$ cat src/rtl/dsq_pkg.sv
package dsq_pkg;
  typedef enum logic [1:0] {
    PH_IZ  = 2'b00,
    PH_AZ  = 2'b01,
    PH_INT = 2'b10,
    PH_DEI = 2'b11
  } phase_e;
endpackage

$ cat src/rtl/dsq_tick_gen.sv
// System tick: one clock-enable pulse every DIV clocks (DIV >= 2).
module dsq_tick_gen #(
  parameter int DIV = 4
) (
  input  logic clk,
  input  logic rst_n,
  output logic tick
);
  localparam int DW = (DIV > 2) ? $clog2(DIV) : 1;

  logic [DW-1:0] cnt_q, cnt_d;

  always_comb begin
    cnt_d = (cnt_q == DW'(DIV-1)) ? '0 : cnt_q + DW'(1);
  end

  always_ff @(posedge clk or negedge rst_n) begin
    if (!rst_n) cnt_q <= '0;
    else        cnt_q <= cnt_d;
  end

  assign tick = (cnt_q == DW'(DIV-1));
endmodule

$ cat src/rtl/dsq_timebase.sv
// Prescaled phase timer: low PS_W bits are the prescaler, upper bits the unit count.
module dsq_timebase #(
  parameter int LV_W   = 8,
  parameter int PS_W   = 8,
  parameter int IZ_CYC = 64
) (
  input  logic            clk,
  input  logic            rst_n,
  input  logic            tick,
  input  logic            clr,
  input  logic            sel_iz,
  input  logic [LV_W-1:0] lv,
  output logic            done
);
  localparam int TW = LV_W + PS_W + 1;

  logic [TW-1:0] tmr_q, tmr_d, lim;

  always_comb begin
    lim   = sel_iz ? TW'(IZ_CYC-1) : (((TW'(lv) + TW'(1)) << PS_W) - TW'(1));
    tmr_d = tmr_q;
    if (tick) tmr_d = clr ? '0 : tmr_q + TW'(1);
  end

  always_ff @(posedge clk or negedge rst_n) begin
    if (!rst_n) tmr_q <= '0;
    else        tmr_q <= tmr_d;
  end

  assign done = tick && (tmr_q == lim);
endmodule

$ cat src/rtl/dsq_deint_cnt.sv
// De-integrate counter with comparator falling-edge detect and full-scale compare.
module dsq_deint_cnt #(
  parameter int CNT_W = 16
) (
  input  logic             clk,
  input  logic             rst_n,
  input  logic             tick,
  input  logic             cmp_i,
  input  logic             active,
  input  logic             range_full,
  output logic             fall,
  output logic             sat,
  output logic [CNT_W-1:0] cnt
);
  logic [CNT_W-1:0] cnt_q, cnt_d, lim;
  logic             cmp_q, cmp_d;

  always_comb begin
    lim   = range_full ? {CNT_W{1'b1}} : {1'b0, {(CNT_W-1){1'b1}}};
    cnt_d = cnt_q;
    cmp_d = cmp_q;
    if (tick) begin
      cnt_d = active ? cnt_q + CNT_W'(1) : '0;
      cmp_d = cmp_i;
    end
  end

  always_ff @(posedge clk or negedge rst_n) begin
    if (!rst_n) begin
      cnt_q <= '0;
      cmp_q <= 1'b0;
    end else begin
      cnt_q <= cnt_d;
      cmp_q <= cmp_d;
    end
  end

  assign fall = tick && active && cmp_q && !cmp_i;
  assign sat  = tick && active && (cnt_q == lim);
  assign cnt  = cnt_q;
endmodule

$ cat src/rtl/dslope_sequencer.sv
module dslope_sequencer
  import dsq_pkg::*;
#(
  parameter int SYS_DIV = 4,
  parameter int PRE_DIV = 256,
  parameter int CNT_W   = 16,
  parameter int LV_W    = 8,
  parameter int IZ_CYC  = 64
) (
  input  logic             clk,
  input  logic             rst_n,
  input  logic             cmp_i,
  input  logic             conv_en_n,
  input  logic [LV_W-1:0]  load_val,
  input  logic             range_sel,
  output logic [1:0]       phase_o,
  output logic             dv_n_o,
  output logic [CNT_W-1:0] result_o,
  output logic             pol_o,
  output logic             ovr_o,
  output logic             cap_stb_o
);
  localparam int PS_W = $clog2(PRE_DIV);

  // reset: asserted asynchronously, released on the clock
  logic [1:0] rs_q;
  logic       rst_s_n;
  always_ff @(posedge clk or negedge rst_n) begin
    if (!rst_n) rs_q <= 2'b00;
    else        rs_q <= {rs_q[0], 1'b1};
  end
  assign rst_s_n = rs_q[1];

  logic             sys_tick, tb_done, dc_fall, dc_sat, clr;
  logic [CNT_W-1:0] dc_cnt;
  phase_e           ph_q, ph_d;
  logic             init_q, init_d;
  logic [LV_W-1:0]  lv_q;
  logic             lv_ld, cap, dv_d, dv_q, stb_q;
  logic [CNT_W-1:0] res_hd, res_hd_d, res_q;
  logic             pol_hd, pol_hd_d, pol_q;
  logic             ovr_hd, ovr_hd_d, ovr_q;

  dsq_tick_gen #(.DIV(SYS_DIV)) u_tick (
    .clk(clk), .rst_n(rst_s_n), .tick(sys_tick)
  );

  dsq_timebase #(.LV_W(LV_W), .PS_W(PS_W), .IZ_CYC(IZ_CYC)) u_tb (
    .clk(clk), .rst_n(rst_s_n), .tick(sys_tick), .clr(clr),
    .sel_iz(ph_q == PH_IZ), .lv(lv_q), .done(tb_done)
  );

  dsq_deint_cnt #(.CNT_W(CNT_W)) u_dc (
    .clk(clk), .rst_n(rst_s_n), .tick(sys_tick), .cmp_i(cmp_i),
    .active(ph_q == PH_DEI), .range_full(range_sel),
    .fall(dc_fall), .sat(dc_sat), .cnt(dc_cnt)
  );

  // next-state logic
  always_comb begin
    ph_d     = ph_q;
    init_d   = init_q;
    clr      = 1'b0;
    cap      = 1'b0;
    res_hd_d = res_hd;
    pol_hd_d = pol_hd;
    ovr_hd_d = ovr_hd;
    if (sys_tick) begin
      if (conv_en_n || init_q) begin
        ph_d   = PH_AZ;
        clr    = 1'b1;
        init_d = 1'b0;
      end else begin
        case (ph_q)
          PH_AZ: if (tb_done) begin
            ph_d = PH_INT;
            clr  = 1'b1;
          end
          PH_INT: if (tb_done) begin
            ph_d     = PH_DEI;
            clr      = 1'b1;
            pol_hd_d = cmp_i;
          end
          PH_DEI: if (dc_fall || dc_sat) begin
            ph_d     = PH_IZ;
            clr      = 1'b1;
            res_hd_d = dc_cnt;
            ovr_hd_d = !dc_fall;
          end
          PH_IZ: if (tb_done) begin
            ph_d = PH_AZ;
            clr  = 1'b1;
            cap  = 1'b1;
          end
          default: ;
        endcase
      end
    end
    lv_ld = sys_tick && clr && (ph_d == PH_AZ);
    dv_d  = (ph_d != PH_AZ);
  end

  // registers
  always_ff @(posedge clk or negedge rst_s_n) begin
    if (!rst_s_n) begin
      ph_q   <= PH_AZ;
      init_q <= 1'b1;
      lv_q   <= '0;
      res_hd <= '0;
      pol_hd <= 1'b0;
      ovr_hd <= 1'b0;
      res_q  <= '0;
      pol_q  <= 1'b0;
      ovr_q  <= 1'b0;
      stb_q  <= 1'b0;
      dv_q   <= 1'b0;
    end else begin
      ph_q   <= ph_d;
      init_q <= init_d;
      if (lv_ld) lv_q <= load_val;
      res_hd <= res_hd_d;
      pol_hd <= pol_hd_d;
      ovr_hd <= ovr_hd_d;
      if (cap) begin
        res_q <= res_hd;
        pol_q <= pol_hd;
        ovr_q <= ovr_hd;
      end
      stb_q <= cap;
      dv_q  <= dv_d;
    end
  end

  assign phase_o   = ph_q;
  assign dv_n_o    = dv_q;
  assign result_o  = res_q;
  assign pol_o     = pol_q;
  assign ovr_o     = ovr_q;
  assign cap_stb_o = stb_q;
endmodule

$ cat config.mk
export PLATFORM = sky130hd
export DESIGN_NAME = dslope_sequencer
export DESIGN_NICKNAME = d
export VERILOG_FILES = /design/src/rtl/dsq_pkg.sv /design/src/rtl/dsq_tick_gen.sv /design/src/rtl/dsq_timebase.sv /design/src/rtl/dsq_deint_cnt.sv /design/src/rtl/dslope_sequencer.sv
export SDC_FILE = /design/constraint.sdc
export NUM_CORES = 1
export LEC_CHECK = 0
export ABC_AREA = 1
export BUFFER_PORTS_ARGS = -buffer_cell sky130_fd_sc_hd__buf_2
export CAP_MARGIN = 0
export CORE_ASPECT_RATIO = 0.75
export CORE_UTILIZATION = 25
export CTS_BUF_LIST = sky130_fd_sc_hd__clkbuf_8
export CTS_CLUSTER_SIZE = 14
export DETAILED_ROUTE_END_ITERATION = 7
export PLACE_DENSITY = 0.41
export SKIP_LAST_GASP = 1
export SYNTH_ARGS = -nofsm -noshare
export SYNTH_HDL_FRONTEND = slang
export SYNTH_SLANG_ARGS = --single-unit
$ cat constraint.sdc
create_clock -name clk -period 2.85 [get_ports clk]
set_input_delay 0.57 -clock clk [delete_from_list [all_inputs] [get_ports clk]]
set_output_delay 0.57 -clock clk [all_outputs]
set_load 0.02 [all_outputs]
==> summary.txt, run 1 <==
Die height = 118 um
Setup crit end = lv_q[6]
Cells along the critical path = ha_4 -> nor2_2 -> inv_2 -> nor2_2 -> nand2_1 -> nand4_1 -> nand3_1 -> nor2_2 -> nand3_1 -> nor2_4 -> nand4_2 -> a21oi_4 -> inv_4 -> nor2_8 -> nand2_1 -> nand2_1
Io pins = 35
Crit Path Category = reg -> reg
Peak supply drop = 0.000175 V
Worst setup startpoint = lv_q[1]
Antenna diodes = 0
Max incr delay on CP = 0.45 ns
Layout cell share with drive strength beyond 1 = 0.170
Core footprint = 0.0171 mm^2
PD cells = 457 mW/mm^2
Antenna Violating Nets Remaining = 0
Register area share after synthesis = 0.489
Largest area contributor in the netlist = dfrtp_1
Mapped cell area = 0.00446 mm^2
Buf/Inv on CP = 2
CTS Buf Count = 9
Area Overhead vs Synth = 17.7%
Worst-path maximum fanout = 8
Most frequent cell after synthesis = nand2_1
Grt total ovfl = 0
Post-Place Cells = 840
Hold Crit Class = reg -> async
Final setup viols = 0
Slew margin rel. = 0.505
Worst Setup End Kind = flop
Final net count = 635
Initial antenna violation count = 0
Setup TNS = 0 ns
Slowest CP cell = dfrtp_2
CTS tree = built
Fin util = 0.306
Crit path time final = 2.59 ns
Reg2reg end = lv_q[6]
Crit. path cell count = 16
Clock tree buffer depth = 2
Final HPWL DP = 7750 um
Synth cell types = 37
CTS HTree Levels = 3
Number of global-route vias before repair = 3,463
Clock root buffer = clkbuf_8
Post-synth top area share = 0.477
CTS sink cnt = 87
RSZ-0062 raised after global routing = false
Syn Inst Count = 573
Clock latency on the worst-skew pair = 0.38 ns
Via density = 4.25
Flip-flop and latch count after synthesis = 87
Asr flop ratio synth = 1.00
1st-iter DRT viols = 173
Fin worst setup slack = 0.261 ns
WP data required = 3.17 ns
Detailed-router iteration count before antenna repair = 4
Worst Skew = 0.0159 ns
Placer Congestion = 0.798
Status = finished, final reports clean
Syn Nets = 590
Top cells by count, synth = nand2_1, dfrtp_1, inv_1
Final wirelength = 10,400 um
Max_cap viols = 0
Die width = 156 um
Pleak = 2.48 nW
All-Layer GR Usage = 0.124
Global-route wire length before repair = 17,700 um
Wire length per cell = 12.1 um
Rows = 41
DRC = 0
Area contributors post-synth = dfrtp_1, nand2_1, inv_1
Worst-path clk slew = 0.10 ns
Pin count of the biggest net entering global routing = 50
Top_reg_cell synth = dfrtp_1
Critical Path Source Type = flop
Initial Util = 0.260
R2r startpoint = lv_q[1]
Non-Filler Instances = 859
Fin. Hold Viols = 0
Worst Max-Slew Pin Slew = 0.736 ns
Worst Reg2Reg Path Length in Cells = 16
Crit path DAT = 2.91 ns
EDFF count, synth = 0
Port Buffers = 34
Final period utilization = 0.909
Dpl ws = 0.117 ns
Yosys warning total = 0
Max Slew Vio Count = 0
Die ar. = 0.0184 mm^2
CP delay by family, top = simple AND/OR/NAND/NOR gates
Max frequency = 386 MHz
Flop2flop setup slack = 0.26 ns
Mapped Avg Cell Area = 7.78 um^2
DR vias = 3,652
-- flip-flops by register name, summed over array words and instances, names as in the netlist, 2 cells and up --
| name | count |
|---|---|
| u_tb.tmr_q | 17 |
| u_dc.cnt | 16 |
| res_hd | 16 |
| lv_q | 8 |
| u_tick.cnt_q | 2 |
| result_o | 16 |
| phase_o | 2 |
| rs_q | 2 |
-- power breakdown --
group | total (mW) | switching (mW) | internal, mW
sequential | 1.30 | 0.0356 | 1.26
clock | 0.936 | 0.493 | 0.443
combinational | 0.167 | 0.103 | 0.0639
-- kinds of logic after synthesis --
| group | count (synthesis) | share of synthesized area |
|---|---|---|
| simple gates | 298 | 0.305 |
| buf+inv | 102 | 0.0887 |
| flops | 87 | 0.489 |
| compound gates | 73 | 0.0895 |
| xor+xnor | 8 | 0.0157 |
| fa+ha+maj | 4 | 0.0112 |
| other cells | 1 | 0.000841 |
-- layout by cell type (no fill, tap or decap), types with 2 or more instances in the layout --
cell type,netlist,layout
o21ai_0,44,44
o21a_1,2,2
inv_6,0,2
o21ai_1,6,6
nand2_1,158,157
nand4_1,15,15
inv_2,6,5
xor2_1,8,8
clkbuf_8,0,10
nor3_1,18,18
nor2_4,3,4
dfrtp_2,0,2
dfrtp_1,85,82
dfstp_2,2,2
o22ai_1,3,3
nand2_2,6,7
a21oi_1,12,12
nand3_1,32,30
nand3_2,4,5
inv_1,83,83
nor2_2,9,9
buf_2,7,34
ha_1,4,2
buf_4,1,11
nor4_1,4,4
nor2_1,43,42
-- timing repair --
action | 4_1_cts | 5_1_grt
hold buffers | 1 | 0
endpoints found under the setup margin | 0 | 43
resized for setup | 0 | 13
endpoints found under the hold margin | 2 | 0
setup buffers | 0 | 2
-- metrics by stage --
stage | power (mW) | hold slack (ns) | instance area (um^2)
floorplan | 1.43 | 0.274 | 4460
global placement | 1.48 | 0.337 | 4950
detailed placement | 1.48 | 0.340 | 4950
CTS | 2.45 | 0.353 | 5180
global route | 2.54 | 0.356 | 5250
finish | 2.40 | 0.356 | 5250
-- worst min path at each step --
stage,start,cells past startpoint,slack (ns),endpoint
2_1_floorplan,rst_n,0,0.27,rs_q[0]
3_3_place_gp,rs_q[0],0,0.34,rs_q[1]
3_5_place_dp,rs_q[0],0,0.34,rs_q[1]
4_1_cts,load_val[0],3,0.35,lv_q[0]
5_1_grt,load_val[4],3,0.36,lv_q[4]
6_report,rs_q[1],0,0.36,result_o[10]
-- layer usage --
metal,track usage,routed length [um],vias up,part of all wire
met1,0.185,5750,1679,0.55
met4,0.0490,196,0,0.019
met2,0.169,4180,42,0.40
met3,0.0298,263,12,0.025
li1,-,-,1919,-
met5,0,0,-,0
-- area by class of cell --
class	instances	area, um^2
Clock buffer	10	138
Clock inverter	6	75.1
Fill cell	1869	11900
Inverter	89	337
Multi-Input combinational cell	384	1940
Sequential cell	87	2190
Tap cell	236	295
Timing Repair Buffer	47	283
Power figures use the tool's default switching activity.
==> run 2, diff against run 1 <==
REMOVE_ABC_BUFFERS = 1   (was unset)
==> run 2 against run 1 <==
  * Maximum frequency shrank 2.7%
  * Worst setup slack worse by 0.071 ns
  * Die area did not move
  * Non-clock buffer count increased by 3
  * First-iteration DRC count is 29% lower
  * Cell count is 0.35% higher
  * Largest power group unchanged
  * Cell area grew 0.62%
  * Flip-flop and latch count unchanged
==> summary.txt, run 2 (synthesized netlist as in run 1, its figures left out) <==
Most common cell on crit path = nand2_1
Most frequent cells in the layout = nand2_1, inv_1, dfrtp_1, o21ai_0, nor2_1
Die ar. = 0.0184 mm^2
Initial antenna violation count = 0
Layout cell share with drive strength beyond 1 = 0.174
Number of global-route vias before repair = 3,610
DR vias = 3,666
P_sw = 0.625 mW
Fin worst setup slack = 0.189 ns
Pleak = 2.49 nW
Antenna Violating Nets Remaining = 0
Placer Congestion = 0.764
DRC = 0
Wire length per cell = 12.0 um
Net Sw Frac = 0.256
Hold Crit Class = reg -> async
Most common cell after layout, fill and taps aside = nand2_1
Final wirelength = 10,300 um
Max_cap viols = 0
Worst Setup End Kind = flop
Peak supply drop = 0.000159 V
Crit path DAT = 2.93 ns
Pin count of the biggest net entering global routing = 86
Post-route design area = 0.00528 mm^2
Final HPWL DP = 7310 um
CTS HTree Levels = 3
Fin. Hold Viols = 0
PD cells = 463 mW/mm^2
Port Buffers = 34
Flop pwr share = 0.526
Detailed-router iteration count before antenna repair = 4
Global-route wire length before repair = 17,700 um
Antenna diodes = 0
Slowest CP cell = dfrtp_1
Cells along the critical path = ha_4 -> nand2_1 -> nor2_1 -> nand2_1 -> nand2_2 -> nor2_2 -> nand2_1 -> inv_2 -> nand3_1 -> nand3_1 -> nand2_1 -> nand2_1 -> nor2_4 -> nand4_2 -> a21oi_4 -> buf_4 -> buf_4 -> nor3_1
Max Slew Vio Count = 0
Die width = 156 um
Core footprint = 0.0171 mm^2
Die height = 118 um
Area Overhead vs Synth = 18.4%
Clock latency on the worst-skew pair = 0.39 ns
Initial Util = 0.260
Status = finished, final reports clean
Via density = 4.25
Io pins = 35
Worst Skew = 0.00974 ns
Final net count = 638
CTS sink cnt = 87
Internal Dissipation = 1.82 mW
Flip-flop count of the largest register after layout = 17
Final setup viols = 0
1st-iter DRT viols = 123
WP data required = 3.12 ns
Grt total ovfl = 0
All-Layer GR Usage = 0.123
Pwr Total = 2.44 mW
Clock root buffer = clkbuf_8
Clk network pwr share = 0.403
Slew margin rel. = 0.639
Dpl ws = 0.0696 ns
Clock tree buffer depth = 2
Crit Path Category = reg -> reg
Rows = 41
Worst-path maximum fanout = 10
CTS Buf Count = 9
Final hold slack = 0.353 ns
Fin util = 0.308
Worst-path clk slew = 0.09 ns
CTS tree = built
Logic gate share of total power = 0.071
Biggest register = u_tb.tmr_q
Worst Max-Slew Pin Slew = 0.541 ns
Critical Path Source Type = flop
Crit path time final = 2.66 ns
Max incr delay on CP = 0.44 ns
Placed Area = 0.00495 mm^2
Max frequency = 376 MHz
Final period utilization = 0.934
run 2: worst paths after layout:
| check | from | to | slack [ns] | depth (start not counted) |
|---|---|---|---|---|
| min reg2reg | rs_q[1] | result_o[1] | 0.35 | 1 |
| max in group asynchronous | rs_q[1] | phase_o[0] | 2.11 | 1 |
| max reg2reg | lv_q[1] | u_tb.tmr_q[4] | 0.19 | 18 |
| min | rs_q[1] | result_o[1] | 0.35 | 1 |
| min in group clk | rs_q[0] | rs_q[1] | 0.36 | 0 |
| max | lv_q[1] | u_tb.tmr_q[4] | 0.19 | 18 |
run 2: area by class of cell:
class / instances / area (um^2)
Multi-Input combinational cell: 384 / 1940
Sequential cell: 87 / 2180
Clock inverter: 7 / 97.6
Tap cell: 236 / 295
Clock buffer: 9 / 124
Timing Repair Buffer: 50 / 305
Inverter: 89 / 337
Fill cell: 1856 / 11900
run 2: power by group through the flow:
| stage | clock (mW) | combinational (mW) | sequential, mW |
|---|---|---|---|
| floorplan | 0 | 0.108 | 1.32 |
| global placement | 0 | 0.167 | 1.31 |
| detailed placement | 0 | 0.170 | 1.31 |
| CTS | 1.02 | 0.171 | 1.28 |
| global route | 1.07 | 0.204 | 1.29 |
| finish | 0.986 | 0.174 | 1.28 |
run 2: metal layers:
metal	GRT usage	routed length, um
met5	0	0
met2	0.164	4070
met1	0.183	5710
met3	0.0309	351
met4	0.0509	181
run 2: through the flow:
stage          cells  TNS [ns]
5_1_grt          862    -0.140
2_1_floorplan    560     -3.31
4_1_cts          857         0
6_report         862         0
3_5_place_dp     840         0
3_3_place_gp     840         0
run 2: worst max-delay path, delay by kind of cell (launching register included):
family,cells,cell delay [ns]
adders and majority gates,1,0.17
AOI/OAI and AO/OA,1,0.28
buffers and inverters,3,0.40
and+or+nand+nor,13,1.25
DFF,1,0.44
run 2: timing repair:
| item | in CTS | in global routing |
|---|---|---|
| hold buffers | 1 | 0 |
| buffers inserted | 0 | 5 |
| setup endpoints to repair | 0 | 40 |
| endpoints found under the hold margin | 2 | 0 |
| gates resized for setup | 0 | 13 |
